`config.mk`:
```
export PLATFORM = sky130hd
export DESIGN_NAME = hidx_ctrl
export DESIGN_NICKNAME = d
export VERILOG_FILES = /design/src/rtl/hidx_pkg.sv /design/src/rtl/hidx_hash.sv /design/src/rtl/hidx_sampler.sv /design/src/rtl/hidx_bucket.sv /design/src/rtl/hidx_ctrl.sv
export SDC_FILE = /design/constraint.sdc
export NUM_CORES = 2
export LEC_CHECK = 0
export BUFFER_PORTS_ARGS = -buffer_cell sky130_fd_sc_hd__buf_2
export CAP_MARGIN = 20
export CELL_PAD_IN_SITES_DETAIL_PLACEMENT = 1
export CELL_PAD_IN_SITES_GLOBAL_PLACEMENT = 1
export CORE_AREA = 3 3 436 438
export CTS_CLUSTER_SIZE = 25
export DETAILED_ROUTE_END_ITERATION = 10
export DIE_AREA = 0 0 439 441
export PLACE_DENSITY = 0.45
export RECOVER_POWER = 25
export SKIP_CTS_REPAIR_TIMING = 1
export SYNTH_ARGS = -nofsm -noshare
export SYNTH_HDL_FRONTEND = slang
export SYNTH_SLANG_ARGS = --single-unit
```
`constraint.sdc`:
```
create_clock -name clk_i -period 3.8 [get_ports clk_i]
set_input_delay 0.57 -clock clk_i [delete_from_list [all_inputs] [get_ports clk_i]]
set_output_delay 0.57 -clock clk_i [all_outputs]
set_load 0.005 [all_outputs]
```
`src/rtl/hidx_pkg.sv`:
```
package hidx_pkg;
  typedef enum logic [2:0] {
    ST_IDLE,
    ST_RD,
    ST_RWAIT,
    ST_WR,
    ST_RSP
  } hidx_state_e;
endpackage

```
`src/rtl/hidx_hash.sv`:
```
module hidx_hash #(
  parameter int ADDR_W = 32,
  parameter int IDX_W  = 8,
  localparam int TAG_W = ADDR_W - IDX_W
) (
  input  logic [ADDR_W-1:0] addr_i,
  output logic [IDX_W-1:0]  idx_o,
  output logic [TAG_W-1:0]  tag_o
);
  // fold next slice into low bits; tag keeps everything above the index
  assign idx_o = addr_i[IDX_W-1:0] ^ addr_i[2*IDX_W-1:IDX_W];
  assign tag_o = addr_i[ADDR_W-1:IDX_W];
endmodule

```
`src/rtl/hidx_sampler.sv`:
```
module hidx_sampler #(
  parameter int           LFSR_W = 16,
  parameter logic [15:0]  TAPS   = 16'hB400,
  parameter logic [15:0]  SEED   = 16'hACE1
) (
  input  logic              clk_i,
  input  logic              rst_ni,
  input  logic              step_i,
  input  logic [LFSR_W-1:0] thresh_i,
  output logic              win_o
);
  logic [LFSR_W-1:0] lfsr_q;
  logic              fb;

  assign fb    = ^(lfsr_q & LFSR_W'(TAPS));
  assign win_o = (lfsr_q <= thresh_i);

  always_ff @(posedge clk_i or negedge rst_ni) begin
    if (!rst_ni)     lfsr_q <= LFSR_W'(SEED);
    else if (step_i) lfsr_q <= {lfsr_q[LFSR_W-2:0], fb};
  end

  AST_LFSR_NONZERO: assert property (@(posedge clk_i) disable iff (!rst_ni)
    lfsr_q != '0);
  AST_LFSR_ADVANCE: assert property (@(posedge clk_i) disable iff (!rst_ni)
    step_i |=> lfsr_q != $past(lfsr_q));
endmodule

```
`src/rtl/hidx_bucket.sv`:
```
module hidx_bucket #(
  parameter int ADDR_W = 32,
  parameter int IDX_W  = 8,
  parameter int CORE_W = 2,
  parameter int PTR_W  = 20,
  parameter int WAYS   = 4,
  parameter int LINE_W = 512,
  localparam int TAG_W  = ADDR_W - IDX_W,
  localparam int RANK_W = $clog2(WAYS),
  localparam int ENT_W  = 1 + TAG_W + CORE_W + PTR_W + RANK_W
) (
  input  logic [LINE_W-1:0] line_i,
  input  logic [TAG_W-1:0]  tag_i,
  input  logic              is_upd_i,
  input  logic [CORE_W-1:0] core_i,
  input  logic [PTR_W-1:0]  ptr_i,
  output logic [WAYS-1:0]   match_o,
  output logic              hit_o,
  output logic [CORE_W-1:0] hit_core_o,
  output logic [PTR_W-1:0]  hit_ptr_o,
  output logic [LINE_W-1:0] line_o
);
  localparam int RANK_LSB = 0;
  localparam int PTR_LSB  = RANK_LSB + RANK_W;
  localparam int CORE_LSB = PTR_LSB + PTR_W;
  localparam int TAG_LSB  = CORE_LSB + CORE_W;
  localparam int VLD_BIT  = TAG_LSB + TAG_W;

  logic [WAYS-1:0]   vld;
  logic [TAG_W-1:0]  tag  [WAYS];
  logic [CORE_W-1:0] core [WAYS];
  logic [PTR_W-1:0]  ptr  [WAYS];
  logic [RANK_W-1:0] rank [WAYS];

  for (genvar g = 0; g < WAYS; g++) begin : g_unpack
    logic [ENT_W-1:0] ent;
    assign ent         = line_i[g*ENT_W +: ENT_W];
    assign vld[g]      = ent[VLD_BIT];
    assign tag[g]      = ent[TAG_LSB +: TAG_W];
    assign core[g]     = ent[CORE_LSB +: CORE_W];
    assign ptr[g]      = ent[PTR_LSB +: PTR_W];
    assign rank[g]     = ent[RANK_LSB +: RANK_W];
    assign match_o[g]  = vld[g] && (tag[g] == tag_i);
  end

  logic [RANK_W-1:0] hit_way, free_way, vict_way, tgt_way, old_rank;
  logic              has_free;

  always_comb begin
    hit_way  = '0;
    free_way = '0;
    vict_way = '0;
    has_free = 1'b0;
    for (int w = WAYS - 1; w >= 0; w--) begin
      if (match_o[w]) hit_way = RANK_W'(w);
      if (!vld[w]) begin
        free_way = RANK_W'(w);
        has_free = 1'b1;
      end
      if (vld[w] && rank[w] == RANK_W'(WAYS - 1)) vict_way = RANK_W'(w);
    end
  end

  assign hit_o      = |match_o;
  assign hit_core_o = core[hit_way];
  assign hit_ptr_o  = ptr[hit_way];
  assign tgt_way    = hit_o ? hit_way : (has_free ? free_way : vict_way);
  assign old_rank   = hit_o ? rank[hit_way] : RANK_W'(WAYS - 1);

  always_comb begin
    line_o = line_i;
    for (int w = 0; w < WAYS; w++) begin
      if (RANK_W'(w) == tgt_way) begin
        if (is_upd_i)
          line_o[w*ENT_W +: ENT_W] = {1'b1, tag_i, core_i, ptr_i, {RANK_W{1'b0}}};
        else
          line_o[w*ENT_W +: ENT_W] = {vld[w], tag[w], core[w], ptr[w], {RANK_W{1'b0}}};
      end else if (vld[w] && rank[w] < old_rank) begin
        line_o[w*ENT_W + RANK_LSB +: RANK_W] = rank[w] + RANK_W'(1);
      end
    end
  end
endmodule

```
`src/rtl/hidx_ctrl.sv`:
```
module hidx_ctrl
  import hidx_pkg::*;
#(
  parameter int          ADDR_W    = 32,
  parameter int          IDX_W     = 8,
  parameter int          CORE_W    = 2,
  parameter int          PTR_W     = 20,
  parameter int          WAYS      = 4,
  parameter int          LINE_W    = 512,
  parameter int          LFSR_W    = 16,
  parameter logic [15:0] LFSR_TAPS = 16'hB400,
  parameter logic [15:0] LFSR_SEED = 16'hACE1,
  localparam int TAG_W = ADDR_W - IDX_W
) (
  input  logic              clk_i,
  input  logic              rst_ni,
  input  logic [LFSR_W-1:0] thresh_i,
  input  logic              req_valid_i,
  output logic              req_ready_o,
  input  logic              req_is_upd_i,
  input  logic [ADDR_W-1:0] req_addr_i,
  input  logic [CORE_W-1:0] req_core_i,
  input  logic [PTR_W-1:0]  req_ptr_i,
  output logic              rsp_valid_o,
  output logic              rsp_hit_o,
  output logic [CORE_W-1:0] rsp_core_o,
  output logic [PTR_W-1:0]  rsp_ptr_o,
  output logic              mem_req_valid_o,
  input  logic              mem_req_ready_i,
  output logic              mem_req_we_o,
  output logic              mem_req_lowpri_o,
  output logic [IDX_W-1:0]  mem_req_addr_o,
  output logic [LINE_W-1:0] mem_req_wdata_o,
  input  logic              mem_rsp_valid_i,
  input  logic [LINE_W-1:0] mem_rsp_rdata_i
);
  hidx_state_e state_q;

  logic [IDX_W-1:0]  h_idx, idx_q;
  logic [TAG_W-1:0]  h_tag, tag_q;
  logic [CORE_W-1:0] core_q, hcore_q, b_core;
  logic [PTR_W-1:0]  ptr_q, hptr_q, b_ptr;
  logic              upd_q, hit_q, first_q, b_hit, win;
  logic [WAYS-1:0]   b_match;
  logic [LINE_W-1:0] line_q, b_line;
  logic              fire, upd_step, take;

  hidx_hash #(.ADDR_W(ADDR_W), .IDX_W(IDX_W)) u_hash (
    .addr_i(req_addr_i), .idx_o(h_idx), .tag_o(h_tag)
  );

  hidx_sampler #(.LFSR_W(LFSR_W), .TAPS(LFSR_TAPS), .SEED(LFSR_SEED)) u_smp (
    .clk_i(clk_i), .rst_ni(rst_ni), .step_i(upd_step),
    .thresh_i(thresh_i), .win_o(win)
  );

  hidx_bucket #(
    .ADDR_W(ADDR_W), .IDX_W(IDX_W), .CORE_W(CORE_W), .PTR_W(PTR_W),
    .WAYS(WAYS), .LINE_W(LINE_W)
  ) u_bkt (
    .line_i(mem_rsp_rdata_i), .tag_i(tag_q), .is_upd_i(upd_q),
    .core_i(core_q), .ptr_i(ptr_q), .match_o(b_match), .hit_o(b_hit),
    .hit_core_o(b_core), .hit_ptr_o(b_ptr), .line_o(b_line)
  );

  assign req_ready_o = (state_q == ST_IDLE);
  assign fire        = req_valid_i && req_ready_o;
  assign upd_step    = fire && req_is_upd_i;
  // losing updates are consumed in IDLE without touching memory
  assign take        = fire && (!req_is_upd_i || win);

  always_ff @(posedge clk_i or negedge rst_ni) begin
    if (!rst_ni) begin
      state_q <= ST_IDLE;
      idx_q   <= '0;
      tag_q   <= '0;
      core_q  <= '0;
      ptr_q   <= '0;
      upd_q   <= 1'b0;
      hit_q   <= 1'b0;
      hcore_q <= '0;
      hptr_q  <= '0;
      first_q <= 1'b0;
      line_q  <= '0;
    end else begin
      unique case (state_q)
        ST_IDLE: if (take) begin
          idx_q   <= h_idx;
          tag_q   <= h_tag;
          core_q  <= req_core_i;
          ptr_q   <= req_ptr_i;
          upd_q   <= req_is_upd_i;
          state_q <= ST_RD;
        end
        ST_RD: if (mem_req_ready_i) state_q <= ST_RWAIT;
        ST_RWAIT: if (mem_rsp_valid_i) begin
          line_q  <= b_line;
          hit_q   <= b_hit;
          hcore_q <= b_core;
          hptr_q  <= b_ptr;
          first_q <= 1'b1;
          state_q <= (upd_q || b_hit) ? ST_WR : ST_RSP;
        end
        ST_WR: begin
          first_q <= 1'b0;
          if (mem_req_ready_i) state_q <= ST_IDLE;
        end
        ST_RSP: state_q <= ST_IDLE;
        default: state_q <= ST_IDLE;
      endcase
    end
  end

  assign mem_req_valid_o  = (state_q == ST_RD) || (state_q == ST_WR);
  assign mem_req_we_o     = (state_q == ST_WR);
  assign mem_req_lowpri_o = 1'b1;
  assign mem_req_addr_o   = idx_q;
  assign mem_req_wdata_o  = line_q;

  assign rsp_valid_o = (state_q == ST_RSP) || (state_q == ST_WR && first_q && !upd_q);
  assign rsp_hit_o   = hit_q;
  assign rsp_core_o  = hcore_q;
  assign rsp_ptr_o   = hptr_q;

  AST_MEM_HOLD: assert property (@(posedge clk_i) disable iff (!rst_ni)
    mem_req_valid_o && !mem_req_ready_i |=>
      mem_req_valid_o && $stable(mem_req_we_o) && $stable(mem_req_addr_o));
  AST_BUSY_NO_READY: assert property (@(posedge clk_i) disable iff (!rst_ni)
    mem_req_valid_o |-> !req_ready_o);
  AST_HIT_WB_SAME: assert property (@(posedge clk_i) disable iff (!rst_ni)
    rsp_valid_o && rsp_hit_o |-> mem_req_valid_o && mem_req_we_o);
  AST_MISS_NO_WB: assert property (@(posedge clk_i) disable iff (!rst_ni)
    rsp_valid_o && !rsp_hit_o |-> !mem_req_valid_o);
  AST_RSP_PULSE: assert property (@(posedge clk_i) disable iff (!rst_ni)
    rsp_valid_o |=> !rsp_valid_o);
  AST_TAG_UNIQUE: assert property (@(posedge clk_i) disable iff (!rst_ni)
    (state_q == ST_RWAIT) && mem_rsp_valid_i |-> $onehot0(b_match));
endmodule

```
==> results_dict.tcl <==
set metrics [dict create \
    cts_sinks 610 \
    syn_to_final_growth_pct 43.8 \
    clkTransAtPathRegs_ns 0.06 \
    slew_violations 65 \
    syn_nets 3835 \
    grt_pass1_vias 29900 \
    crit_path_max_fanout 14 \
    synth_cells 3227 \
    post-dp-hpwl_um 127000 \
    hold_viol_final 0 \
    grt_pass1_wl_um 231000 \
    die_w_um 439 \
    violations "capacitance limit, slew limit" \
    synthArstFlopShare_pct 100 \
    report.final.setup_viol 0 \
    dieArea_um2 194000 \
    critical_path_arrival_ns 4.21 \
    post_dp_cell_area_um2 37800 \
    drc 0 \
    fmax_ghz 0.279 \
    portBuffers 1134 \
    postRouteAntennaNets 0 \
    gr-usage-all-layers_pct 16.5 \
    p_per_area_nw_per_um2 794 \
    wl_um 166000 \
    leakage_nw 20.4 \
    synth_top_area_cell "dfrtp_1" \
    root_buffer "clkbuf_16" \
    syn_area_um2 28500 \
    vias 28300 \
    grt_max_degree 134 \
    nets 4992 \
    start_util_pct 15.2 \
    grt-ovfl-total 0 \
    cts_buffers 83 \
    outcome "complete, but fails checks" \
    finalCritPeriodShare_pct 94.3 \
    drt_first_pass_iters 5 \
    wl_per_cell_um 23.8 \
    fin_skew_ns 0.0296 \
    layout-drive-gt1-share_pct 34.3 \
    clockBufferDepth 3 \
    insertion_delay_ns 0.71 \
    ir_drop_v 0.000328 \
    dieHeight_um 441 \
    synth_cell_types 76 \
    slew_headroom_pct -71.3 \
    cp.required_ns 4.42 \
    avgSynthCellArea_um2 8.83 \
    design_area_um2 41000 \
    crit_type "register to register" \
    worstMarginPinSlew_ns 2.57 \
    std_cell_rows 159 \
    vias_per_cell 4.06 \
    core_um2 187000 \
    yosysSeqAreaShare_pct 53.6 \
    io_pins 1136 \
    synth_ff_type "dfrtp_1" \
    rsz0062_at_grt "no" \
    cts_tree "built" \
    yosys.area.top_type_share_pct 52.9 \
    antenna_found_initial 68 \
    critPathLaunchType "register" \
    cap_violations 1 \
    setup.worst_path.end_class "register" \
    initialDrtViolationCount 1561 \
    fillCellCount 22300 \
    yosys_warnings 0 \
    cts_max_level 3 \
    layout_min_cycle_time_ns 3.58 \
    synth_area_leaders "dfrtp_1 53%, nand2_1 15%, o21ai_0 3.8%, mux2_2 3.6%, a21oi_1 3.5%" \
    hold_path_class "primary input to register" \
    synth-edff-count 0 \
    gp_congestion 0.856 \
    ys_ff_latch 610 \
    setup_tns_ns 0 \
]
-- metal layers --
layer / GRT usage [%] / share of wire, % / vias up
met1: 18.7 / 39 / 14100
met2: 29.5 / 52 / 932
met3: 4.49 / 6.6 / 259
met4: 5.74 / 2.9 / 22
li1: - / - / 13000
met5: 0 / 0.096 / -
-- stage by stage --
step	total power (W)	cells	util [%]	setup WS [ns]	hold WS, ns
global route	0.0350	6959	21.9	0.0678	-0.00204
floorplan	0.0171	3227	-	0.836	0.274
CTS	0.0333	6910	21.7	0.264	-0.163
detailed placement	0.0246	6760	20.2	0.0561	0.456
global placement	0.0244	6760	20.2	0.0744	0.453
finish	0.0325	6971	21.9	0.217	0.0511
-- state kept, by name, summed over array words and instances (netlist names) --
name	flops
rsp_core_o	2
rsp_hit_o	1
mem_req_wdata_o	512
core_q	2
upd_q	1
u_smp.lfsr_q	16
ptr_q	20
mem_req_addr_o	8
rsp_ptr_o	20
first_q	1
state_q	3
tag_q	24
-- synth_stat cells (23+ instances only) --
library cell  number
nand2_1         1140
mux2i_1           44
a21oi_1          200
o21ai_0          214
clkbuf_1         163
xor2_1            54
nand4_1           23
inv_1             24
mux2_2            92
nor2_1           204
dfrtp_1          602
buf_2             33
o21ai_1          143
xnor2_1           54
-- critical path: stages, from the launching register on --
cell and delay, ns:
dfrtp_1 0.53, xnor2_1 0.56, nand4bb_1 0.21, nor4_1 0.33, buf_4 0.19, nand2_1 0.11, buf_4 0.18, o21a_1 0.16
o311ai_4 0.62, buf_4 0.37, nand2_1 0.09, a21oi_1 0.14
-- area by class of cell --
type | instances | area (um^2) | share of cell area [%]
antenna | 27 | 67.6 | 0.165
tap | 2495 | 3120 | 7.62
clock buffer | 120 | 2410 | 5.87
multi-input combinational | 2366 | 12100 | 29.6
timing repair buffer | 1299 | 7440 | 18.2
sequential | 610 | 15300 | 37.3
inverter | 24 | 90.1 | 0.220
clock inverter | 30 | 428 | 1.04
-- worst paths after layout --
path	cells past startpoint	from	to	slack, ns
worst max-delay path	11	tag_q[0]	mem_req_wdata_o[27]	0.22
worst min register to register	2	mem_req_wdata_o[448]	mem_req_wdata_o[448]	0.47
max in group asynchronous	3	rst_ni	mem_req_wdata_o[138]	0.50
worst min-delay path	3	mem_rsp_rdata_i[395]	mem_req_wdata_o[395]	0.05
min in group asynchronous	2	rst_ni	u_smp.lfsr_q[4]	1.24
worst max register to register	11	tag_q[0]	mem_req_wdata_o[27]	0.22
-- cells by family (layout without fill, tap and decap cells) --
family                   count (synthesis)  in the layout  synth area share, %
flip-flops                             610            610                 53.6
multiplexers                           136            136                 5.18
AO/OA/AOI/OAI                          618            618                 11.7
buffers and inverters                  251           1473                 4.09
other                                    1             28               0.0132
XOR/XNOR                               109            109                 3.38
adder cells (fa/ha/maj)                 20             20                0.879
AND/OR/NAND/NOR                       1482           1482                 21.1
-- power breakdown --
| group | switching, W | total, W | leakage (nW) | internal [W] |
|---|---|---|---|---|
| logic | 0.00744 | 0.0124 | 11.6 | 0.00496 |
| clock network | 0.00339 | 0.00830 | 1.40 | 0.00490 |
| registers | 0.00226 | 0.0119 | 7.45 | 0.00959 |
| total | 0.0131 | 0.0325 | 20.4 | 0.0195 |
-- cell usage in the layout, fill, tap and decap left out, types with 44 or more instances in the layout --
master     count
mux2i_1       44
buf_2       1133
nand2_1     1140
clkbuf_16     83
a21oi_1      198
nor2_1       204
xor2_1        54
mux2_2        92
o21ai_1      143
buf_4         80
o21ai_0      214
xnor2_1       53
dfrtp_1      601
Note: power is estimated with default switching activity, not from simulation.
